[config.mk]
export PLATFORM = sky130hd
export DESIGN_NAME = lane_opnd_buf
export DESIGN_NICKNAME = d
export VERILOG_FILES = /design/src/rtl/lane_opnd_buf_pkg.sv /design/src/rtl/lane_opnd_half.sv /design/src/rtl/lane_opnd_buf.sv
export SDC_FILE = /design/constraint.sdc
export NUM_CORES = 2
export LEC_CHECK = 0
export CORE_MARGIN = 1.5
export CORE_UTILIZATION = 31
export CTS_CLUSTER_DIAMETER = 200
export CTS_CLUSTER_SIZE = 20
export DETAILED_ROUTE_END_ITERATION = 12
export PLACE_DENSITY = 0.45
export SYNTH_ARGS = -nofsm -noshare
export SYNTH_HDL_FRONTEND = slang
export SYNTH_SLANG_ARGS = --single-unit
[constraint.sdc]
create_clock -name clk -period 3.6 [get_ports clk]
set_input_delay 0.72 -clock clk [delete_from_list [all_inputs] [get_ports clk]]
set_output_delay 0.72 -clock clk [all_outputs]
set_load 0.03 [all_outputs]
[src/rtl/lane_opnd_buf_pkg.sv]
package lane_opnd_buf_pkg;

    // Source of operand 1, one-hot
    typedef enum logic [2:0] {
        SRC_PRIV  = 3'b001,
        SRC_LOCAL = 3'b010,
        SRC_NBR   = 3'b100
    } src_e;

    typedef struct packed {
        src_e src;
        logic par1;   // half selected for operand 1
        logic par2;   // half selected for operand 2
    } steer_t;

endpackage

[src/rtl/lane_opnd_half.sv]
// One half (even or odd) of a bank: one write port, NRD registered read ports.
module lane_opnd_half #(
    parameter int DEPTH  = 64,
    parameter int DATA_W = 16,
    parameter int NRD    = 2,
    parameter int IDX_W  = 6
) (
    input  logic                    clk,
    input  logic                    rst_n,
    input  logic                    en,
    input  logic                    we,
    input  logic [IDX_W-1:0]        waddr,
    input  logic [DATA_W-1:0]       wdata,
    input  logic [NRD*IDX_W-1:0]    raddr,
    output logic [NRD*DATA_W-1:0]   rdata
);

    logic [DATA_W-1:0] mem [DEPTH];
    logic [DATA_W-1:0] rd_d [NRD];
    logic [DATA_W-1:0] rd_q [NRD];

    always_ff @(posedge clk) begin
        if (we) begin
            mem[waddr] <= wdata;
        end
    end

    always_comb begin
        for (int k = 0; k < NRD; k++) begin
            rd_d[k] = en ? mem[raddr[k*IDX_W +: IDX_W]] : rd_q[k];
        end
    end

    generate
        for (genvar g = 0; g < NRD; g++) begin : g_rd
            always_ff @(posedge clk or negedge rst_n) begin
                if (!rst_n) begin
                    rd_q[g] <= '0;
                end else begin
                    rd_q[g] <= rd_d[g];
                end
            end
            assign rdata[g*DATA_W +: DATA_W] = rd_q[g];

            assert_rd_hold_R10: assert property (@(posedge clk) disable iff (!rst_n)
                !en |=> $stable(rdata[g*DATA_W +: DATA_W]));
        end
    endgenerate

endmodule

[src/rtl/lane_opnd_buf.sv]
module lane_opnd_buf
    import lane_opnd_buf_pkg::*;
#(
    parameter int DATA_W     = 16,
    parameter int PRIV_WORDS = 128,
    parameter int SHR_WORDS  = 32,
    parameter int ADDR_W     = 8
) (
    input  logic              clk,
    input  logic              rst_n,
    input  logic              en,
    input  logic              share_en,
    input  logic              wr_en1,
    input  logic [ADDR_W-1:0] wr_addr1,
    input  logic [DATA_W-1:0] wr_data1,
    input  logic              wr_en2,
    input  logic [ADDR_W-1:0] wr_addr2,
    input  logic [DATA_W-1:0] wr_data2,
    input  logic [ADDR_W-1:0] rd_addr1,
    input  logic [ADDR_W-1:0] rd_addr2,
    input  logic [DATA_W-1:0] shr_in,
    output logic [DATA_W-1:0] shr_out,
    output logic [DATA_W-1:0] rd_data1,
    output logic [DATA_W-1:0] rd_data2
);

    localparam int SPACE_BIT = $clog2(PRIV_WORDS);
    localparam int NBR_BIT   = SPACE_BIT - 1;
    localparam int PIDX_W    = $clog2(PRIV_WORDS) - 1;
    localparam int SIDX_W    = $clog2(SHR_WORDS) - 1;
    localparam int PHALF     = PRIV_WORDS / 2;
    localparam int SHALF     = SHR_WORDS / 2;

    // Write and read routing
    logic [1:0]              priv_we, shr_we;
    logic [PIDX_W-1:0]       priv_widx [2];
    logic [SIDX_W-1:0]       shr_widx  [2];
    logic [DATA_W-1:0]       wdat      [2];
    logic [2*DATA_W-1:0]     priv_rd   [2];
    logic [DATA_W-1:0]       shr_rd    [2];
    logic [2*PIDX_W-1:0]     priv_raddr;
    logic [SIDX_W-1:0]       shr_raddr;

    assign priv_we[0] = en & wr_en1 & ~wr_addr1[SPACE_BIT];
    assign priv_we[1] = en & wr_en2 & ~wr_addr2[SPACE_BIT];
    assign shr_we[0]  = en & wr_en1 &  wr_addr1[SPACE_BIT];
    assign shr_we[1]  = en & wr_en2 &  wr_addr2[SPACE_BIT];

    assign priv_widx[0] = wr_addr1[PIDX_W:1];
    assign priv_widx[1] = wr_addr2[PIDX_W:1];
    assign shr_widx[0]  = wr_addr1[SIDX_W:1];
    assign shr_widx[1]  = wr_addr2[SIDX_W:1];
    assign wdat[0]      = wr_data1;
    assign wdat[1]      = wr_data2;

    assign priv_raddr = {rd_addr2[PIDX_W:1], rd_addr1[PIDX_W:1]};
    assign shr_raddr  = rd_addr1[SIDX_W:1];

    generate
        for (genvar h = 0; h < 2; h++) begin : g_half
            lane_opnd_half #(
                .DEPTH (PHALF), .DATA_W(DATA_W), .NRD(2), .IDX_W(PIDX_W)
            ) u_priv (
                .clk(clk), .rst_n(rst_n), .en(en),
                .we(priv_we[h]), .waddr(priv_widx[h]), .wdata(wdat[h]),
                .raddr(priv_raddr), .rdata(priv_rd[h])
            );
            lane_opnd_half #(
                .DEPTH (SHALF), .DATA_W(DATA_W), .NRD(1), .IDX_W(SIDX_W)
            ) u_shr (
                .clk(clk), .rst_n(rst_n), .en(en),
                .we(shr_we[h]), .waddr(shr_widx[h]), .wdata(wdat[h]),
                .raddr(shr_raddr), .rdata(shr_rd[h])
            );
        end
    endgenerate

    // Steering state, two-process
    steer_t steer_d, steer_q;

    always_comb begin
        steer_d = steer_q;
        if (en) begin
            steer_d.par1 = rd_addr1[0];
            steer_d.par2 = rd_addr2[0];
            if (!rd_addr1[SPACE_BIT]) begin
                steer_d.src = SRC_PRIV;
            end else if (rd_addr1[NBR_BIT]) begin
                steer_d.src = SRC_NBR;
            end else begin
                steer_d.src = SRC_LOCAL;
            end
        end
    end

    always_ff @(posedge clk or negedge rst_n) begin
        if (!rst_n) begin
            steer_q <= '{src: SRC_PRIV, par1: 1'b0, par2: 1'b0};
        end else begin
            steer_q <= steer_d;
        end
    end

    // Output selection
    logic [DATA_W-1:0] priv_op1, priv_op2, shr_word;

    assign priv_op1 = steer_q.par1 ? priv_rd[1][DATA_W-1:0]      : priv_rd[0][DATA_W-1:0];
    assign priv_op2 = steer_q.par2 ? priv_rd[1][2*DATA_W-1:DATA_W] : priv_rd[0][2*DATA_W-1:DATA_W];
    assign shr_word = steer_q.par1 ? shr_rd[1] : shr_rd[0];

    always_comb begin
        case (steer_q.src)
            SRC_LOCAL: rd_data1 = shr_word;
            SRC_NBR:   rd_data1 = shr_in;
            default:   rd_data1 = priv_op1;
        endcase
    end

    assign rd_data2 = priv_op2;
    assign shr_out  = share_en ? shr_word : '0;

    logic unused_addr_bits;
    assign unused_addr_bits = ^{wr_addr1[0], wr_addr2[0], rd_addr2[ADDR_W-1:PIDX_W+1]};

    assert_steer_onehot_R5: assert property (@(posedge clk) disable iff (!rst_n)
        $onehot(steer_q.src));

    assert_priv_mode_R5: assert property (@(posedge clk) disable iff (!rst_n)
        (en && !rd_addr1[SPACE_BIT]) |=> (steer_q.src == SRC_PRIV));

    assert_op2_hold_R10: assert property (@(posedge clk) disable iff (!rst_n)
        !en |=> $stable(rd_data2));

    assert_export_match_R8: assert property (@(posedge clk) disable iff (!rst_n)
        (share_en && steer_q.src == SRC_LOCAL) |-> (shr_out == rd_data1));

endmodule

==> reports/results.ini <==
[status]
status = finished, final reports clean

[worst_hold_path]
min_to = g_half[1].u_priv.mem[13][9]$_DFFE_PP_
min_path_cells = 1
worstHoldStart = wr_data2[9]
hold_path_class = in2reg

[clock_network]
cts.sinks = 2661
cts_buffer_depth = 4
cts_root_buffer = clkbuf_16
cts_tree = built
cts_max_level = 4
insertion_delay_ns = 0.96
cts_buffers = 155
clk_pin_slew_worst_paths_ns = 0.09

[place]
io_buffers = 130
hpwl_mm = 282.0
globalplace.congestion = 0.9147

[critical_path]
rr_worst_depth = 4
crit_chain = buf_4 > buf_16 > mux2i_1 > buf_4 > o221ai_1 > dlygate4sd2_1
crit_type = reg2out
arrival_ns = 2.78
crit_path_start_kind = register
reg2reg_to = g_half[1].u_priv.rdata[13]$_DFFE_PN0P_
cpPeakStageDelay_ns = 0.47
crit_path_end_kind = output port
worst_path_max_delay_cell = dlygate4sd2_1
cp_max_fo = 16
crit_top_cell = buf_4
reg2reg_from = g_half[1].u_priv.mem[52][13]$_DFFE_PP_
rrSetupSlack_ns = 1.06
worstPathRequired_ns = 2.88

[yosys]
synth-async-reset-ratio = 0.03796
synth.most_common_cell = edfxtp_1
synth_area_leader_cell = edfxtp_1
synth_nets = 6765
seq_area_frac_synth = 0.6652
mappedNetlistArea_sq_um = 119400
postSynthAreaPerCell_sq_um = 17.87
netlist_top_cells_count = edfxtp_1 (2560), mux2i_1 (962), mux4_2 (767)
syn_inst = 6679
post-synth-top-area-fraction = 0.6440
yosysWarnings = 0
yosys_register_bits = 2661
synth_edf_count = 2560
ys_types = 43
synthTopCellsByArea = edfxtp_1 (64%), mux4_2 (14%), mux2i_1 (8.1%), dfrtp_1 (2.1%), o22ai_1 (1.5%)
synth_flop_cell = edfxtp_1

[grt]
antenna_found_initial = 27
grt_overflow = 0
grt_pass1_wl_mm = 580.5
grt_usage = 0.2136
grt_pass1_vias = 70520
grt_max_degree = 81

[floorplanning]
die_w_microns = 623.5
io_pins = 134
start_util = 0.3118
fp.coreArea_sq_um = 382900
die_h_microns = 623.5
dieArea_sq_um = 388800
rows = 227

[drt]
drc = 0
first_iter_violations = 6482
via_per_inst = 5.545
num_vias = 68430
post_drt_wl_per_cell_microns = 34.39
wirelength_mm = 424.3
drt_pass1_iterations = 5
ant_nets = 0

[timing]
finalSetupViolCount = 0
finalMaxSlewViolations = 0
period_share = 0.9727
fin_crit_ns = 3.502
hold_viol_final = 0
fmax_ghz = 0.2856
hold_ws_ns = 0.3340
finClkSkew_ns = 0.08166
maxSlewHeadroom = 0.08186
tightest_slew_ns = 1.377

[power_and_ir_drop]
peakVddDrop_uv = 426.2
p_total_mw = 60.35
power_density_nw_per_um2 = 437.3
p_leak_nw = 45.32

[job]
drv_cap = 0

[cells_and_area]
final_nets = 7278
drive_above_1_share = 0.2788
area_growth_syn_to_layout_pct = 15.60

==> flip-flops by register name, summed over array words and instances (netlist names) <==
register,flops
g_half.u_priv.mem,2048
g_half.u_priv.rdata,64
g_half.u_shr.mem,512
g_half.u_shr.rdata,32
steer_q,5
==> power breakdown <==
| group | total, mW | switching, mW | internal, mW | leakage (nW) |
|---|---|---|---|---|
| logic | 6.79 | 4.18 | 2.61 | 19.0 |
| registers | 34.6 | 0.408 | 34.1 | 24.2 |
| clock network | 19.0 | 10.6 | 8.36 | 2.12 |
==> critical path, delay by kind of cell, from the launching register on <==
family | cells | cell delay, ns
buffers and inverters | 4 | 1.08
muxes | 1 | 0.16
AOI/OAI and AO/OA | 1 | 0.19
DFF | 1 | 0.41
==> how the worst max path moves through the flow <==
| stage | endpoint | depth (start not counted) | start | slack [ns] |
|---|---|---|---|---|
| detailed placement | g_half[0].u_priv.rdata[14]$_DFFE_PN0P_ | 6 | rd_addr1[1] | 0.007 |
| global route | rd_data1[12] | 6 | steer_q[1]$_DFFE_PN0P_ | -0.01 |
| floorplan | g_half[0].u_shr.mem[0][0]$_DFFE_PP_ | 5 | en | 0.44 |
| CTS | shr_out[13] | 6 | steer_q[1]$_DFFE_PN0P_ | -0.002 |
| finish | rd_data1[0] | 6 | steer_q[1]$_DFFE_PN0P_ | 0.1 |
| global placement | g_half[0].u_priv.rdata[14]$_DFFE_PN0P_ | 6 | rd_addr1[1] | -0.05 |
==> area by class of cell <==
type / count / area, sq um
multi-input cells: 3470 / 38130
fillers: 35830 / 244900
well taps: 5038 / 6304
repair buffers: 874 / 9589
flip-flops and latches: 2661 / 79400
clock buffers: 249 / 4338
clock inverters: 8 / 85.08
inverters: 30 / 112.6
diodes: 10 / 25.02
==> timing repair <==
action | 4_1_cts | 5_1_grt
setup endpoints to repair | 21 | 6
endpoints found under the hold margin | 49 | 0
hold buffers | 1 | 0
resized for setup | 47 | 2
setup buffers | 2 | 0
cloned | 1 | 0
==> routing by layer <==
layer  global-route usage  vias to the layer above  part of all wire
li1                     -                    28670                 -
met1               0.2796                    37250              0.41
met2               0.3703                     2040              0.50
met3              0.02561                      458             0.050
met4              0.06497                        8             0.036
met5                    0                        -           0.00014
==> cells in the final DEF (no fill, tap or decap), types with 12 or more instances in the layout <==
cell,instances
edfxtp_1,2560
mux2i_1,954
mux4_2,767
buf_4,543
o22ai_1,283
buf_12,221
clkbuf_16,160
nor2_1,149
nand2_1,141
nor2_2,138
o21ai_0,135
a21oi_1,124
mux2_2,114
dfrtp_1,98
a221oi_1,95
clkbuf_1,89
nor2b_1,82
nor3_1,60
clkdlybuf4s50_1,59
o211ai_1,58
o221ai_1,48
nand3_1,39
a22oi_1,39
o22a_1,32
nor4_1,32
a211oi_1,32
inv_1,30
nand4_1,29
dlygate4sd2_1,26
or3_1,16
nand3b_1,12
==> through the flow <==
| stage | area, sq um | instances | setup slack, ns | util | TNS, ns |
|---|---|---|---|---|---|
| 6_report | 138000 | 12340 | 0.09822 | 0.3604 | 0 |
| 5_1_grt | 138000 | 12330 | -0.01150 | 0.3603 | -0.01939 |
| 4_1_cts | 138000 | 12330 | -0.001823 | 0.3603 | -0.001823 |
| 3_5_place_dp | 133400 | 12070 | 0.007075 | 0.3485 | 0 |
| 3_3_place_gp | 133400 | 12070 | -0.05392 | 0.3485 | -0.09775 |
| 2_1_floorplan | 119400 | 6679 | 0.4394 | - | 0 |
==> logic make-up (layout without fill, tap and decap cells) <==
kind of cell,Yosys count,count (layout),synth area share
other,0,10,0
flip-flops,2661,2661,0.6652
AO/OA/AOI/OAI,862,862,0.04766
multiplexers,1843,1843,0.2361
AND/OR/NAND/NOR,765,765,0.03054
buffers and inverters,548,1161,0.02045
Power figures use the tool's default switching activity.
